===== src/rtl/acia_pkg.sv =====
package acia_pkg;

    localparam int DW = 8;
    localparam logic [DW-1:0] CTRL_RST  = 8'h03;
    localparam logic [1:0]    DIV_MRST  = 2'b11;
    localparam logic [1:0]    TXC_IRQ   = 2'b01;

    typedef struct packed {
        logic       rx_ie;
        logic [1:0] tx_ctl;
        logic [2:0] word;
        logic [1:0] div;
    } ctrl_t;

    typedef struct packed {
        logic irq;
        logic perr;
        logic ovrn;
        logic ferr;
        logic cts;
        logic dcd;
        logic tdre;
        logic rdrf;
    } stat_t;

    typedef struct packed {
        logic ctrl_wr;
        logic txd_wr;
        logic stat_rd;
        logic rxd_rd;
    } acc_t;

    function automatic acc_t decode(input logic rs, input logic rd, input logic wr);
        acc_t a;
        a.ctrl_wr = wr & ~rs;
        a.txd_wr  = wr &  rs;
        a.stat_rd = rd & ~rs;
        a.rxd_rd  = rd &  rs;
        return a;
    endfunction

    function automatic logic is_mrst(input logic [1:0] div);
        return div == DIV_MRST;
    endfunction

endpackage


===== src/rtl/acia_ctrl_reg.sv =====
module acia_ctrl_reg
    import acia_pkg::*;
(
    input  logic          clk,
    input  logic          rst,
    input  logic          wr,
    input  logic [DW-1:0] wdata,
    output ctrl_t         ctrl,
    output logic          clr
);
    ctrl_t ctrl_q;

    always_ff @(posedge clk) begin
        if (rst)     ctrl_q <= ctrl_t'(CTRL_RST);
        else if (wr) ctrl_q <= ctrl_t'(wdata);
    end

    assign ctrl = ctrl_q;
    // clear is active while held in master reset and on the edge that enters it
    assign clr  = is_mrst(ctrl_q.div) | (wr & is_mrst(wdata[1:0]));
endmodule


===== src/rtl/acia_tx_hold.sv =====
module acia_tx_hold #(
    parameter int W = 8
) (
    input  logic         clk,
    input  logic         rst,
    input  logic         clr,
    input  logic         load,
    input  logic [W-1:0] wdata,
    input  logic         tx_ready,
    output logic [W-1:0] tx_data,
    output logic         tx_valid,
    output logic         empty
);
    logic         empty_q;
    logic [W-1:0] hold_q;

    always_ff @(posedge clk) begin
        if (rst) begin
            empty_q <= 1'b1;
            hold_q  <= '0;
        end else if (clr) begin
            empty_q <= 1'b1;
        end else begin
            if (!empty_q && tx_ready) empty_q <= 1'b1;
            if (load) begin
                hold_q  <= wdata;
                empty_q <= 1'b0;
            end
        end
    end

    assign tx_data  = hold_q;
    assign tx_valid = ~empty_q;
    assign empty    = empty_q;
endmodule


===== src/rtl/acia_rx_hold.sv =====
module acia_rx_hold #(
    parameter int W = 8
) (
    input  logic         clk,
    input  logic         rst,
    input  logic         clr,
    input  logic         take,
    input  logic         rx_valid,
    input  logic [W-1:0] rx_byte,
    input  logic         rx_perr,
    input  logic         rx_ferr,
    output logic [W-1:0] data,
    output logic         full,
    output logic         ovrn,
    output logic         perr,
    output logic         ferr
);
    logic [W-1:0] data_q;
    logic         full_q, ovrn_q, perr_q, ferr_q;

    always_ff @(posedge clk) begin
        if (rst || clr) begin
            full_q <= 1'b0;
            ovrn_q <= 1'b0;
            perr_q <= 1'b0;
            ferr_q <= 1'b0;
            if (rst) data_q <= '0;
        end else begin
            if (take) begin
                full_q <= 1'b0;
                ovrn_q <= 1'b0;
                perr_q <= 1'b0;
                ferr_q <= 1'b0;
            end
            if (rx_valid) begin
                if (full_q && !take) begin
                    ovrn_q <= 1'b1;
                end else begin
                    data_q <= rx_byte;
                    full_q <= 1'b1;
                    perr_q <= rx_perr;
                    ferr_q <= rx_ferr;
                end
            end
        end
    end

    assign data = data_q;
    assign full = full_q;
    assign ovrn = ovrn_q;
    assign perr = perr_q;
    assign ferr = ferr_q;
endmodule


===== src/rtl/acia_dcd_latch.sv =====
module acia_dcd_latch (
    input  logic clk,
    input  logic rst,
    input  logic clr,
    input  logic dcd_in,
    input  logic stat_rd,
    input  logic data_rd,
    output logic flag
);
    logic prev_q, flag_q, armed_q;

    always_ff @(posedge clk) begin
        if (rst) begin
            prev_q  <= dcd_in;
            flag_q  <= 1'b0;
            armed_q <= 1'b0;
        end else begin
            prev_q <= dcd_in;
            if (clr) begin
                flag_q  <= 1'b0;
                armed_q <= 1'b0;
            end else begin
                if (stat_rd && flag_q) armed_q <= 1'b1;
                if (data_rd && armed_q) begin
                    flag_q  <= 1'b0;
                    armed_q <= 1'b0;
                end
                if (dcd_in && !prev_q) begin
                    flag_q  <= 1'b1;
                    armed_q <= 1'b0;
                end
            end
        end
    end

    assign flag = flag_q;
endmodule


===== src/rtl/acia_regs.sv =====
module acia_regs
    import acia_pkg::*;
#(
    parameter int DATA_W = DW
) (
    input  logic              clk,
    input  logic              rst,
    input  logic              reg_sel,
    input  logic              rd_stb,
    input  logic              wr_stb,
    input  logic [DATA_W-1:0] wr_data,
    output logic [DATA_W-1:0] rd_data,
    output logic              irq_n,
    input  logic              cts_in,
    input  logic              dcd_in,
    output logic [DATA_W-1:0] tx_data,
    output logic              tx_valid,
    input  logic              tx_ready,
    input  logic [DATA_W-1:0] rx_byte,
    input  logic              rx_valid,
    input  logic              rx_perr,
    input  logic              rx_ferr,
    output logic [2:0]        word_sel,
    output logic [1:0]        div_sel
);
    acc_t  acc;
    ctrl_t ctrl;
    stat_t stat;
    logic  clr, tx_empty, rx_full, rx_ovrn, rx_perr_q, rx_ferr_q, dcd_flag;
    logic [DATA_W-1:0] rx_data;

    assign acc = decode(reg_sel, rd_stb, wr_stb);

    acia_ctrl_reg u_ctrl (
        .clk(clk), .rst(rst), .wr(acc.ctrl_wr), .wdata(wr_data),
        .ctrl(ctrl), .clr(clr)
    );

    acia_tx_hold #(.W(DATA_W)) u_tx (
        .clk(clk), .rst(rst), .clr(clr), .load(acc.txd_wr), .wdata(wr_data),
        .tx_ready(tx_ready), .tx_data(tx_data), .tx_valid(tx_valid),
        .empty(tx_empty)
    );

    acia_rx_hold #(.W(DATA_W)) u_rx (
        .clk(clk), .rst(rst), .clr(clr), .take(acc.rxd_rd),
        .rx_valid(rx_valid), .rx_byte(rx_byte), .rx_perr(rx_perr),
        .rx_ferr(rx_ferr), .data(rx_data), .full(rx_full), .ovrn(rx_ovrn),
        .perr(rx_perr_q), .ferr(rx_ferr_q)
    );

    acia_dcd_latch u_dcd (
        .clk(clk), .rst(rst), .clr(clr), .dcd_in(dcd_in),
        .stat_rd(acc.stat_rd), .data_rd(acc.rxd_rd), .flag(dcd_flag)
    );

    always_comb begin
        stat.rdrf = rx_full;
        stat.tdre = tx_empty & ~cts_in;
        stat.dcd  = dcd_flag;
        stat.cts  = cts_in;
        stat.ferr = rx_ferr_q;
        stat.ovrn = rx_ovrn;
        stat.perr = rx_perr_q;
        stat.irq  = (ctrl.rx_ie & (rx_full | rx_ovrn | dcd_flag))
                  | ((ctrl.tx_ctl == TXC_IRQ) & stat.tdre);
    end

    assign rd_data  = reg_sel ? rx_data : DATA_W'(stat);
    assign irq_n    = ~stat.irq;
    assign word_sel = ctrl.word;
    assign div_sel  = ctrl.div;
endmodule


===== config.mk =====
export PLATFORM = sky130hd
export DESIGN_NAME = acia_regs
export DESIGN_NICKNAME = d
export VERILOG_FILES = /design/src/rtl/acia_pkg.sv /design/src/rtl/acia_ctrl_reg.sv /design/src/rtl/acia_tx_hold.sv /design/src/rtl/acia_rx_hold.sv /design/src/rtl/acia_dcd_latch.sv /design/src/rtl/acia_regs.sv
export SDC_FILE = /design/constraint.sdc
export NUM_CORES = 1
export LEC_CHECK = 0
export BUFFER_PORTS_ARGS = -buffer_cell sky130_fd_sc_hd__clkbuf_2
export CORE_ASPECT_RATIO = 0.8
export CORE_UTILIZATION = 44
export CTS_CLUSTER_DIAMETER = 30
export DETAILED_ROUTE_END_ITERATION = 6
export GPL_TIMING_DRIVEN = 0
export PLACE_DENSITY = 0.85
export SLEW_MARGIN = 20
export SYNTH_ARGS = -nofsm -noshare
export SYNTH_HDL_FRONTEND = slang
export SYNTH_SLANG_ARGS = --single-unit

===== constraint.sdc =====
create_clock -name clk -period 1.4 [get_ports clk]
set_clock_uncertainty 0.1 [all_clocks]
set_input_delay 0.14 -clock clk [delete_from_list [all_inputs] [get_ports clk]]
set_output_delay 0.14 -clock clk [all_outputs]
set_load 0.1 [all_outputs]

---- Yosys cells after proc, flatten, opt, wreduce, memory -nomap -nowiden ----
Index checks and enable logic that the tools add are counted.
operators by class
  muxes and demuxes ....................... 21
  equal/unequal tests ..................... 5
  shift operators ......................... 0
  div/mod/pow operators ................... 0
  $lt $le $gt $ge ......................... 0
  reductions and logical operators ........ 16
  $mul .................................... 0
  $add $sub $neg .......................... 0
  bitwise gates (word level) .............. 17
operator list
  kind                  count
  $mux W8               5
  $mux W1               16
  $and A1 B1 Y1         8
  $reduce_bool A2 Y1    3
  $logic_and A1 B1 Y1   5
  $not A1 Y1            5
  $eq A2 B2 Y1 const B  2
  $or A1 B1 Y1          4
  $reduce_or A4 Y1      1
  $logic_not A1 Y1      3
  $reduce_and A3 Y1     1
  $eq A2 B1 Y1 const B  1
  $ne A2 B1 Y1 const B  1
  $ne A2 B2 Y1 const B  1
  $reduce_and A2 Y1     1
  $reduce_or A2 Y1      1
  $logic_or A1 B1 Y1    1
storage, ports and cells
  memories ................................ 0
  flip-flop bits (word level) ............. 32
  memory bits (read-only) ................. 0
  word-level logic and storage cells ...... 73
  memory bits (writable) .................. 0
  bits in latches ......................... 0
  output and inout bits ................... 23
  bits of input ports ..................... 27

---- Logic depth before layout (Yosys ltp) ----
Gate-level depths: netlist (run 1).
  depth in word-level cells ............... 7
  gate-level depth with buffers ........... 4

---- Cells and area by module ----
From an unflattened synthesis (run 1), not the netlist that was laid out.
unflattened totals
  cells, all modules ...................... 132
  area, all modules ....................... 1471.4 um2
by module, submodules not included
  module          seq. area each (um2)  cells an instance  instances  area each (um2)
  acia_rx_hold    320.3                 37                 1          481.7
  acia_tx_hold    180.2                 39                 1          406.6
  acia_ctrl_reg   160.2                 27                 1          301.5
  acia_regs       0.0                   19                 1          155.1
  acia_dcd_latch  60.1                  10                 1          126.4

---- Least setup slack after synthesis (run 1) ----
No wires, ideal clock.
  kind .................................... flip-flop to output port
  from .................................... register u_tx.empty_q (netlist: u_tx.empty)
  to ...................................... output port rd_data[7]
  data arrival time ....................... 2607 ps
  stages on the path, launching flop included .. 4
  setup slack ............................. -1447 ps
  data required time ...................... 1160 ps
  path through ............................ dfxtp_1 nand2b_1 o31a_1 mux2i_1
between the ends
  longest elaborated chain between the ends .. 4
RTL lines
  element                   RTL line            source
  start: declaration        acia_tx_hold.sv:14  logic empty_q;
  start signal: assignment  acia_tx_hold.sv:19  empty_q <= 1'b1;
  start signal: assignment  acia_tx_hold.sv:22  empty_q <= 1'b1;
  start signal: assignment  acia_tx_hold.sv:24  if (!empty_q && tx_ready) empty_q <= 1'b1;
  $and A1 B1 Y1             acia_regs.sv:59     stat.tdre = tx_empty & ~cts_in;
  $and A1 B1 Y1             acia_regs.sv:66     | ((ctrl.tx_ctl == TXC_IRQ) & stat.tdre);
  $or A1 B1 Y1              acia_regs.sv:66
  $mux W8                   acia_regs.sv:69     assign rd_data = reg_sel ? rx_data : DATA_W'(stat);
  end: declaration          acia_regs.sv:12     output logic [DATA_W-1:0] rd_data,
Every way passes these cells.

---- Worst setup path in the final report (run 1) ----
  from .................................... register u_ctrl.ctrl_q (netlist bit u_ctrl.ctrl[5])
  to ...................................... output port rd_data[7]
between the ends
  longest elaborated chain between the ends .. 4
RTL lines
  element                   RTL line             source
  start: declaration        acia_ctrl_reg.sv:11  ctrl_t ctrl_q;
  start signal: assignment  acia_ctrl_reg.sv:14  if (rst) ctrl_q <= ctrl_t'(CTRL_RST);
  start signal: assignment  acia_ctrl_reg.sv:15  else if (wr) ctrl_q <= ctrl_t'(wdata);
  $eq A2 B1 Y1              acia_regs.sv:66
  $and A1 B1 Y1             acia_regs.sv:66
  $or A1 B1 Y1              acia_regs.sv:66
  $mux W8                   acia_regs.sv:69
Every way passes these cells.

==> results by group, run 1 <==
Status
  • Status: finished with violations
  • Violated checks: setup timing

Drt
  • Post-DRT Antenna Nets: 0
  • DRC: 0
  • Initial drt markers: 83
  • DRT Pass-1 Iters: 4
  • Via count: about 1300
  • Post-DR wirelength/cell: 13.44 um
  • Final WL: around 3400 um
  • Post-DR vias/cell: about 5.1

Global route
  • First-pass GRT wire length: between 5000 and 6000 um
  • Vias in the first global route: ~1100
  • Largest net degree at the start of global routing: 11
  • Antenna violations before repair: 0
  • Total global-route track usage: 0.2164
  • Grt total ovfl: 0

STA
  • Final period utilization: 1.156
  • FMAX: about 620 MHz
  • Slew headroom: 0.6391
  • Tightest Pin Transition: 541.4 ps
  • Unrepaired setup endpoints after global routing: yes
  • Fin Hold WS: 0.6913 ps
  • Min setup slack post-route: -218.4 ps
  • Tmin final: approximately 1600 ps
  • Setup TNS Final: -480.2 ps
  • Final hold violation count: 0
  • Slew Limit Fails: 0
  • Setup violations, final: 3

Min path
  • Hold Path Origin: wr_data[2]
  • Worst Hold Class: input pin to flop

Final layout
  • Final instance area: about 2100 um^2
  • Number of fillers in the final layout: ~240
  • Util after Layout: 0.6768
  • Commonest non-fill, non-tap cell in the layout: clkbuf_2
  • Commonest non-fill, non-tap cells in the layout: 33 x clkbuf_2, 21 x nand2_1, 20 x a21oi_1
  • Synthesis-to-finish area growth: 47.57%
  • Share of cells above drive strength 1: 0.4692
  • Ant. Diodes: 0
  • Nets: 237

Pwr
  • Peak supply drop: 0.0007931 V
  • Seq pwr share: 0.430
  • Logic gate share of total power: 0.262
  • Design Power: 0.002370 W
  • Clock power share: 0.308
  • PD cells: around 1100 nW/um^2
  • Int Power: around 0.0016 W
  • Static Leak: ~0.90 nW
  • P_sw: 0.0007683 W
  • Switching Fraction: 0.3242

Clock tree
  • Clock tree buffer depth: 2
  • Clock slew at reported path FFs: around 60 ps
  • CTS tree: built
  • Root Driver: clkbuf_8
  • CTS sink count: 32
  • H-tree depth: 2
  • Worst skew pair latency: about 290 ps
  • Cts bufs inserted: 5

Setup path
  • Crit path from: u_ctrl.ctrl[5]
  • Crit path capture type: output pin
  • Arr. time, crit path: between 1000 and 1500 ps
  • Largest fanout on the critical path: 2
  • Reg-to-Reg Start: u_rx.full
  • CP Data Required Time: approximately 1200 ps
  • Startpoint Class: flop
  • Crit Path Category: flop to output pin

Floorplan
  • Core footprint: a little over 3000 um^2
  • Die Y: roughly 53 um
  • Ports: 50
  • Std cell rows: 18
  • Die Span X: about 65 um
  • Starting Density: 0.4586
  • Full die area: ~3400 um^2

Yosys
  • #FFs+latches synth: 32
  • Cell type with the largest total area after synthesis: dfxtp_1
  • Syn Nets: around 170
  • Synth Cell Area: 1415 um^2
  • Main synth FF type: dfxtp_1
  • Main area contributors after synthesis: dfxtp_1 34%, edfxtp_1 17%, a21oi_1 7.1%
  • Top-area cell type share of the netlist area: 0.3395
  • Mean post-synth cell area: between 9 and 10 um^2
  • Synth cell types: 27
  • Cell count after synthesis: 146
  • EDFF count, synth: 8
  • Synth async-reset ratio: 0
  • Synth warn: 0
  • Sequential area share after synthesis: 0.5093

Flow run
  • Max-cap viol count: 0

Placed design
  • DP HPWL: 2245 um
  • Placement Cell Area: about 1700 um^2
  • Port-buffer cells: 48
  • GPL Wtd Cong: between 0.8 and 0.9
per-layer routing:
metal | vias to the layer above | wire [um] | global-route usage
met3 | 7 | 258 | 0.08913
li1 | 635 | - | -
met4 | 0 | 65 | 0.07609
met2 | 58 | 1613 | 0.3591
met1 | 583 | 1436 | 0.2520
met5 | - | 0 | 0
sequential cells by signal (all words and copies together), names as in the netlist:
name,count
u_tx.empty,1
u_rx.ovrn,1
u_tx.tx_data,8
u_dcd.flag,1
u_rx.data,8
u_ctrl.ctrl,8
u_rx.full,1
u_rx.perr,1
u_dcd.armed_q,1
u_rx.ferr,1
u_dcd.prev_q,1
power by group through the flow:
stage               logic, W  clock network (W)  registers [W]
global route        0.000653           0.000786        0.00102
CTS                 0.000584           0.000739        0.00102
finish              0.000621           0.000729        0.00102
detailed placement  0.000526                  0        0.00104
global placement    0.000520                  0        0.00103
floorplan           0.000366                  0        0.00108
worst max-delay path: stages, from the launching register on:
cell	delay, ps
dfxtp_2	340
inv_2	30
o31a_4	340
mux2i_4	160
clkbuf_16	220
worst paths after layout:
path	end	cells after the start	slack, ps
setup / recovery	rd_data[7]	4	-220
hold / removal	u_ctrl.ctrl[2]	3	0.7
setup reg to reg	u_rx.data[6]	3	70
hold reg to reg	u_ctrl.ctrl[2]	2	360
area by class of cell:
cell class,instances,area [um^2],area share
tap,40,50.05,0.02397
multi-input combinational,99,680.7,0.3259
sequential,32,739.5,0.3541
clock buffer,8,90.09,0.04314
inverter,3,11.26,0.005392
buffer,11,65.06,0.03116
timing repair buffer,58,451.7,0.2163
cell usage after synthesis, drive strengths merged (2+ instances only):
cell and n:
nor2 2, edfxtp 8, and2 10, mux2 6, nand2b 3, buf 8
nor2b 2, o21ai 10, clkbuf 4, dfxtp 24, nand2 21, nand3 14
a21oi 20, inv 3, nand3b 2
per-stage QoR:
| stage | cells | setup slack [ps] |
|---|---|---|
| after global routing | 251 | -260.8 |
| after global placement | 234 | -170.3 |
| after detailed placement | 234 | -167.1 |
| final | 251 | -218.4 |
| after CTS | 247 | -220.2 |
| after floorplan | 146 | -344.1 |
logic make-up after synthesis:
family,share of synthesized area
simple gates,0.2113
compound gates,0.1645
flops,0.5093
buf+inv,0.06012
mux,0.05482
repair_timing:
| item | in CTS | in global routing |
|---|---|---|
| cloned | 0 | 0 |
| setup buffers | 3 | 4 |
| pin swaps | 4 | 4 |
| hold endpoints to repair | 3 | 0 |
| setup endpoints to repair | 29 | 28 |
| hold buffers | 3 | 0 |
| resized for setup | 33 | 20 |
(Power assumes the default switching activity.)
==> run 2: changes to the inputs <==
- HOLD_SLACK_MARGIN: default -> 0.05
==> results by group, run 2 (same netlist as run 1, synthesis figures left out) <==
Drt
  • Final WL: 3718 um (was 3374 um)
  • Via count: 1346 (was 1283)
  • DRC: 0 (unchanged)
  • Initial drt markers: 70 (was 83)
  • DRT Pass-1 Iters: 4 (unchanged)
  • Post-DRT Antenna Nets: 0 (unchanged)
  • Post-DR wirelength/cell: 13.98 um (was 13.44 um)
  • Post-DR vias/cell: 5.060 (was 5.112)

Global route
  • Largest net degree at the start of global routing: 11 (unchanged)
  • First-pass GRT wire length: 5837 um (was 5306 um)
  • Total global-route track usage: 0.2387 (was 0.2164)
  • Vias in the first global route: 1283 (was 1148)
  • Grt total ovfl: 0 (unchanged)
  • Antenna violations before repair: 0 (unchanged)

STA
  • Tightest Pin Transition: 538.9 ps (was 541.4 ps)
  • Unrepaired setup endpoints after global routing: yes (unchanged)
  • Min setup slack post-route: -258.5 ps (was -218.4 ps)
  • Tmin final: 1658 ps (was 1618 ps)
  • Final hold violation count: 0 (unchanged)
  • Setup violations, final: 3 (unchanged)
  • Slew headroom: 0.6408 (was 0.6391)
  • Slew Limit Fails: 0 (unchanged)
  • FMAX: 603.0 MHz (was 617.9 MHz)
  • Final period utilization: 1.185 (was 1.156)

Floorplan
  • Full die area: 3448 um^2 (unchanged)
  • Std cell rows: 18 (unchanged)
  • Die Y: 52.73 um (unchanged)
  • Ports: 50 (unchanged)
  • Die Span X: 65.41 um (unchanged)
  • Core footprint: 3085 um^2 (unchanged)
  • Starting Density: 0.4586 (unchanged)

Final layout
  • Util after Layout: 0.7255 (was 0.6768)
  • Area of the multi-input gates: 680.7 um^2 (unchanged)
  • Nets: 252 (was 237)
  • Final instance area: 2238 um^2 (was 2088 um^2)
  • Commonest non-fill, non-tap cells in the layout: 33 x clkbuf_2, 21 x nand2_1, 20 x a21oi_1 (unchanged)
  • Share of cells above drive strength 1: 0.4381 (was 0.4692)
  • Ant. Diodes: 0 (unchanged)
  • Commonest non-fill, non-tap cell in the layout: clkbuf_2 (unchanged)
  • Synthesis-to-finish area growth: 58.18% (was 47.57%)
  • Number of fillers in the final layout: 211 (was 237)
  • Storage cell area: 739.5 um^2 (unchanged)

Status
  • Status: finished with violations (unchanged)
  • Violated checks: setup timing (unchanged)

Placed design
  • DP HPWL: 2245 um (unchanged)
  • Worst Setup Slack post-DPL: -167.1 ps (unchanged)
  • Port-buffer cells: 48 (unchanged)
  • GPL Wtd Cong: 0.8050 (unchanged)
  • Placement Cell Area: 1740 um^2 (unchanged)

Setup path
  • Bufs and invs on worst path: 2 (unchanged)
  • Startpoint Class: flop (unchanged)
  • Crit path capture type: output pin (unchanged)
  • Reg2reg setup slack: 50 ps (was 70 ps)
  • Largest fanout on the critical path: 2 (unchanged)
  • Critical path's largest stage delay: 340 ps (about the same)
  • Arr. time, crit path: 1420 ps (was 1380 ps)
  • Crit-path cells: inv_2 -> o31a_4 -> mux2i_4 -> clkbuf_16 (unchanged)
  • CP Data Required Time: 1160 ps (about the same)
  • Crit Path Category: flop to output pin (unchanged)
  • Max stage delay cell, worst path: dfxtp_2 (unchanged)
  • Cell family with most CP delay: flip-flops (unchanged)

Pwr
  • Clock power share: 0.303 (was 0.308)
  • Int Power: 0.001629 W (was 0.001602 W)
  • P_sw: 0.0007791 W (was 0.0007683 W)
  • Logic gate share of total power: 0.273 (was 0.262)
  • PD cells: 1076 nW/um^2 (was 1135 nW/um^2)
  • Seq pwr share: 0.424 (was 0.430)
  • Peak supply drop: 0.0008034 V (was 0.0007931 V)
  • Switching Fraction: 0.3235 (was 0.3242)
  • Static Leak: 0.9593 nW (was 0.8967 nW)

Min path
  • Worst Hold Class: input pin to flop (unchanged)

Clock tree
  • CTS tree: built (unchanged)
  • Root Driver: clkbuf_8 (unchanged)
  • H-tree depth: 2 (unchanged)
  • Clock tree buffer depth: 2 (unchanged)
  • Clock slew at reported path FFs: 60 ps (about the same)
  • Worst skew pair latency: 290 ps (about the same)
  • CTS sink count: 32 (unchanged)
  • Cts bufs inserted: 5 (unchanged)

Flow run
  • Max-cap viol count: 0 (unchanged)
[run 2: changes by cell type in the layout (fill, tap and decap cells not counted), sizes merged]
cell | previous run | this run
dlygate4sd3 | 3 | 18
[run 2: through the flow]
step                      hold WS, ps  std cells  power, W  TNS (ps)
after floorplan                 67.72        146  0.001449    -413.5
after CTS                       63.72        262  0.002375    -384.2
after detailed placement        158.3        234  0.001563     -3210
final                           80.07        266  0.002408    -535.7
after global placement          154.6        234  0.001554     -3051
after global routing            97.19        266  0.002501    -647.8
[run 2: per-layer routing]
metal  up-vias  wire [um]  global-route usage
li1        664          -                   -
met3         7        231             0.08913
met5         -          0                   0
met2        52       1902              0.4313
met1       623       1518              0.2588
met4         0         66             0.07609
[run 2: final timing paths]
check	to	cells past startpoint	start
min	u_rx.perr	3	rx_valid
max reg2reg	u_rx.data[6]	3	u_rx.full
max	rd_data[7]	4	u_ctrl.ctrl[5]
min reg2reg	u_ctrl.ctrl[2]	2	u_ctrl.ctrl[2]
[run 2: repair_timing]
action                                 CTS  global route
pin swaps                                4             4
setup endpoints to repair               29            28
gates resized for setup                 33            20
hold buffers                            18             0
cloned                                   0             0
endpoints found under the hold margin   24             0
buffers inserted                         3             4
[run 2: power groups by stage]
stage / Sequential [W] / Combinational (W) / Clock (W)
3_3_place_gp: 0.00103 / 0.000520 / 0
3_5_place_dp: 0.00104 / 0.000526 / 0
6_report: 0.00102 / 0.000657 / 0.000730
2_1_floorplan: 0.00108 / 0.000366 / 0
4_1_cts: 0.00102 / 0.000617 / 0.000739
5_1_grt: 0.00102 / 0.000692 / 0.000784
[run 2: cell type report]
cell class                 count  area share
tap                           40     0.02236
inverter                       3    0.005031
buffer                        11     0.02907
clock buffer                   8     0.04025
timing repair buffer          73      0.2689
sequential                    32      0.3304
multi-input combinational     99      0.3041
[run 2: worst min-delay path, delay by kind of cell]
kind,cells,cell delay (ps)
and+or+nand+nor,1,80
buffers and inverters,1,140
AOI/OAI and AO/OA,1,60
==> run 3: changes to the inputs <==
- MAX_ROUTING_LAYER: default -> met4
- RECOVER_POWER: default -> 25
==> results by group, run 3 (same netlist as run 1, synthesis figures left out) <==
STA
  • Fin Hold WS: 90.79 ps (was 80.07 ps)
  • FMAX: 602.5 MHz (was 603.0 MHz)
  • Setup TNS Final: -545.0 ps (was -535.7 ps)
  • Final period utilization: 1.185 (about the same)
  • Unrepaired setup endpoints after global routing: yes (unchanged)
  • Min setup slack post-route: -259.7 ps (was -258.5 ps)
  • Final hold violation count: 0 (unchanged)
  • Slew headroom: 0.6362 (was 0.6408)
  • Setup violations, final: 3 (unchanged)
  • Slew Limit Fails: 0 (unchanged)
  • Tightest Pin Transition: 545.6 ps (was 538.9 ps)
  • Tmin final: 1660 ps (was 1658 ps)

Final layout
  • Commonest non-fill, non-tap cells in the layout: 33 x clkbuf_2, 21 x nand2_1, 20 x a21oi_1 (unchanged)
  • Number of fillers in the final layout: 212 (was 211)
  • Ant. Diodes: 0 (unchanged)
  • Share of cells above drive strength 1: 0.4405 (was 0.4381)
  • Final instance area: 2246 um^2 (was 2238 um^2)
  • Synthesis-to-finish area growth: 58.71% (was 58.18%)
  • Commonest non-fill, non-tap cell in the layout: clkbuf_2 (unchanged)
  • Nets: 253 (was 252)

Pwr
  • P_sw: 0.0007815 W (was 0.0007791 W)
  • Seq pwr share: 0.423 (was 0.424)
  • PD cells: 1075 nW/um^2 (was 1076 nW/um^2)
  • Logic gate share of total power: 0.274 (was 0.273)
  • Static Leak: 0.9639 nW (was 0.9593 nW)
  • Clock power share: 0.303 (about the same)
  • Peak supply drop: 0.0008049 V (was 0.0008034 V)
  • Int Power: 0.001632 W (was 0.001629 W)
  • Switching Fraction: 0.3238 (was 0.3235)

Drt
  • DRT Pass-1 Iters: 4 (unchanged)
  • Final WL: 3727 um (was 3718 um)
  • Via count: 1345 (was 1346)
  • DRC: 0 (unchanged)
  • Post-DRT Antenna Nets: 0 (unchanged)
  • Post-DR vias/cell: 5.037 (was 5.060)
  • Initial drt markers: 79 (was 70)
  • Post-DR wirelength/cell: 13.96 um (was 13.98 um)

Clock tree
  • CTS tree: built (unchanged)
  • Clock tree buffer depth: 2 (unchanged)
  • Clock slew at reported path FFs: 60 ps (about the same)
  • Cts bufs inserted: 5 (unchanged)
  • CTS sink count: 32 (unchanged)
  • H-tree depth: 2 (unchanged)
  • Root Driver: clkbuf_8 (unchanged)
  • Worst skew pair latency: 290 ps (about the same)

Global route
  • Total global-route track usage: 0.2447 (was 0.2387)
  • Largest net degree at the start of global routing: 11 (unchanged)
  • Grt total ovfl: 0 (unchanged)
  • Antenna violations before repair: 0 (unchanged)
  • Vias in the first global route: 1288 (was 1283)
  • First-pass GRT wire length: 5830 um (was 5837 um)

Placed design
  • GPL Wtd Cong: 0.8167 (was 0.8050)
  • Port-buffer cells: 48 (unchanged)
  • Placement Cell Area: 1740 um^2 (unchanged)
  • Worst Setup Slack post-DPL: -167.1 ps (unchanged)
  • DP HPWL: 2245 um (unchanged)

Flow run
  • Max-cap viol count: 0 (unchanged)

Status
  • Violated checks: setup timing (unchanged)
  • Status: finished with violations (unchanged)

Setup path
  • Crit Path Category: flop to output pin (unchanged)
  • Largest fanout on the critical path: 2 (unchanged)
  • Crit path capture type: output pin (unchanged)
  • CP Data Required Time: 1160 ps (about the same)
  • Arr. time, crit path: 1420 ps (about the same)
  • Startpoint Class: flop (unchanged)

Floorplan
  • Starting Density: 0.4586 (unchanged)
  • Die Y: 52.73 um (unchanged)
  • Std cell rows: 18 (unchanged)
  • Ports: 50 (unchanged)
  • Core footprint: 3085 um^2 (unchanged)
  • Die Span X: 65.41 um (unchanged)
  • Full die area: 3448 um^2 (unchanged)

Min path
  • Worst Hold Class: input pin to flop (unchanged)
[run 3: cell count changes in the layout (fill, tap and decap cells not counted)]
cell	delta
buf_4	+1
[run 3: metal layers]
metal,GRT usage,part of all wire,up-vias
li1,-,-,663
met2,0.4347,0.51,51
met4,0.07609,0.018,0
met3,0.08478,0.051,7
met5,-,0,-
met1,0.2574,0.42,624
[run 3: worst paths after layout]
path                                startpoint              to  slack, ps  depth (start not counted)
worst max-delay path                u_tx.empty      rd_data[7]       -260                          4
worst max register to register       u_rx.full    u_rx.data[6]         60                          3
worst min-delay path                  rx_valid       u_rx.perr         90                          3
worst min register to register  u_ctrl.ctrl[2]  u_ctrl.ctrl[2]        360                          2
[run 3: power by group through the flow]
stage	combinational (W)	clock [W]	sequential, W
6_report	0.000662	0.000732	0.00102
2_1_floorplan	0.000366	0	0.00108
3_5_place_dp	0.000526	0	0.00104
3_3_place_gp	0.000520	0	0.00103
4_1_cts	0.000617	0.000739	0.00102
5_1_grt	0.000696	0.000784	0.00102
[run 3: cell type report]
class / instances / area (um^2) / share of cell area
Clock buffer: 8 / 90.09 / 0.04011
Inverter: 3 / 11.26 / 0.005014
Sequential cell: 32 / 739.5 / 0.3292
Multi-Input combinational cell: 99 / 680.7 / 0.3031
Tap cell: 40 / 50.05 / 0.02228
Buffer: 11 / 65.06 / 0.02897
Timing Repair Buffer: 74 / 609.3 / 0.2713
[run 3: what timing repair did]
action	CTS	global route
setup buffers	3	5
hold buffers	18	0
endpoints found under the hold margin	24	0
gates resized for setup	33	20
pin swaps	4	4
setup endpoints to repair	29	27
[run 3: worst max-delay path, stage by stage (launching register included)]
cell and delay, ps:
dfxtp_2 360, nand2b_4 60, o31a_4 300, mux2i_4 180
clkbuf_16 230
[run 3: through the flow]
step	utilization	cells	total power, W
after floorplan	-	146	0.001449
after global placement	0.5641	234	0.001554
after detailed placement	0.5641	234	0.001563
after CTS	0.6975	262	0.002375
after global routing	0.7279	267	0.002505
final	0.7279	267	0.002414
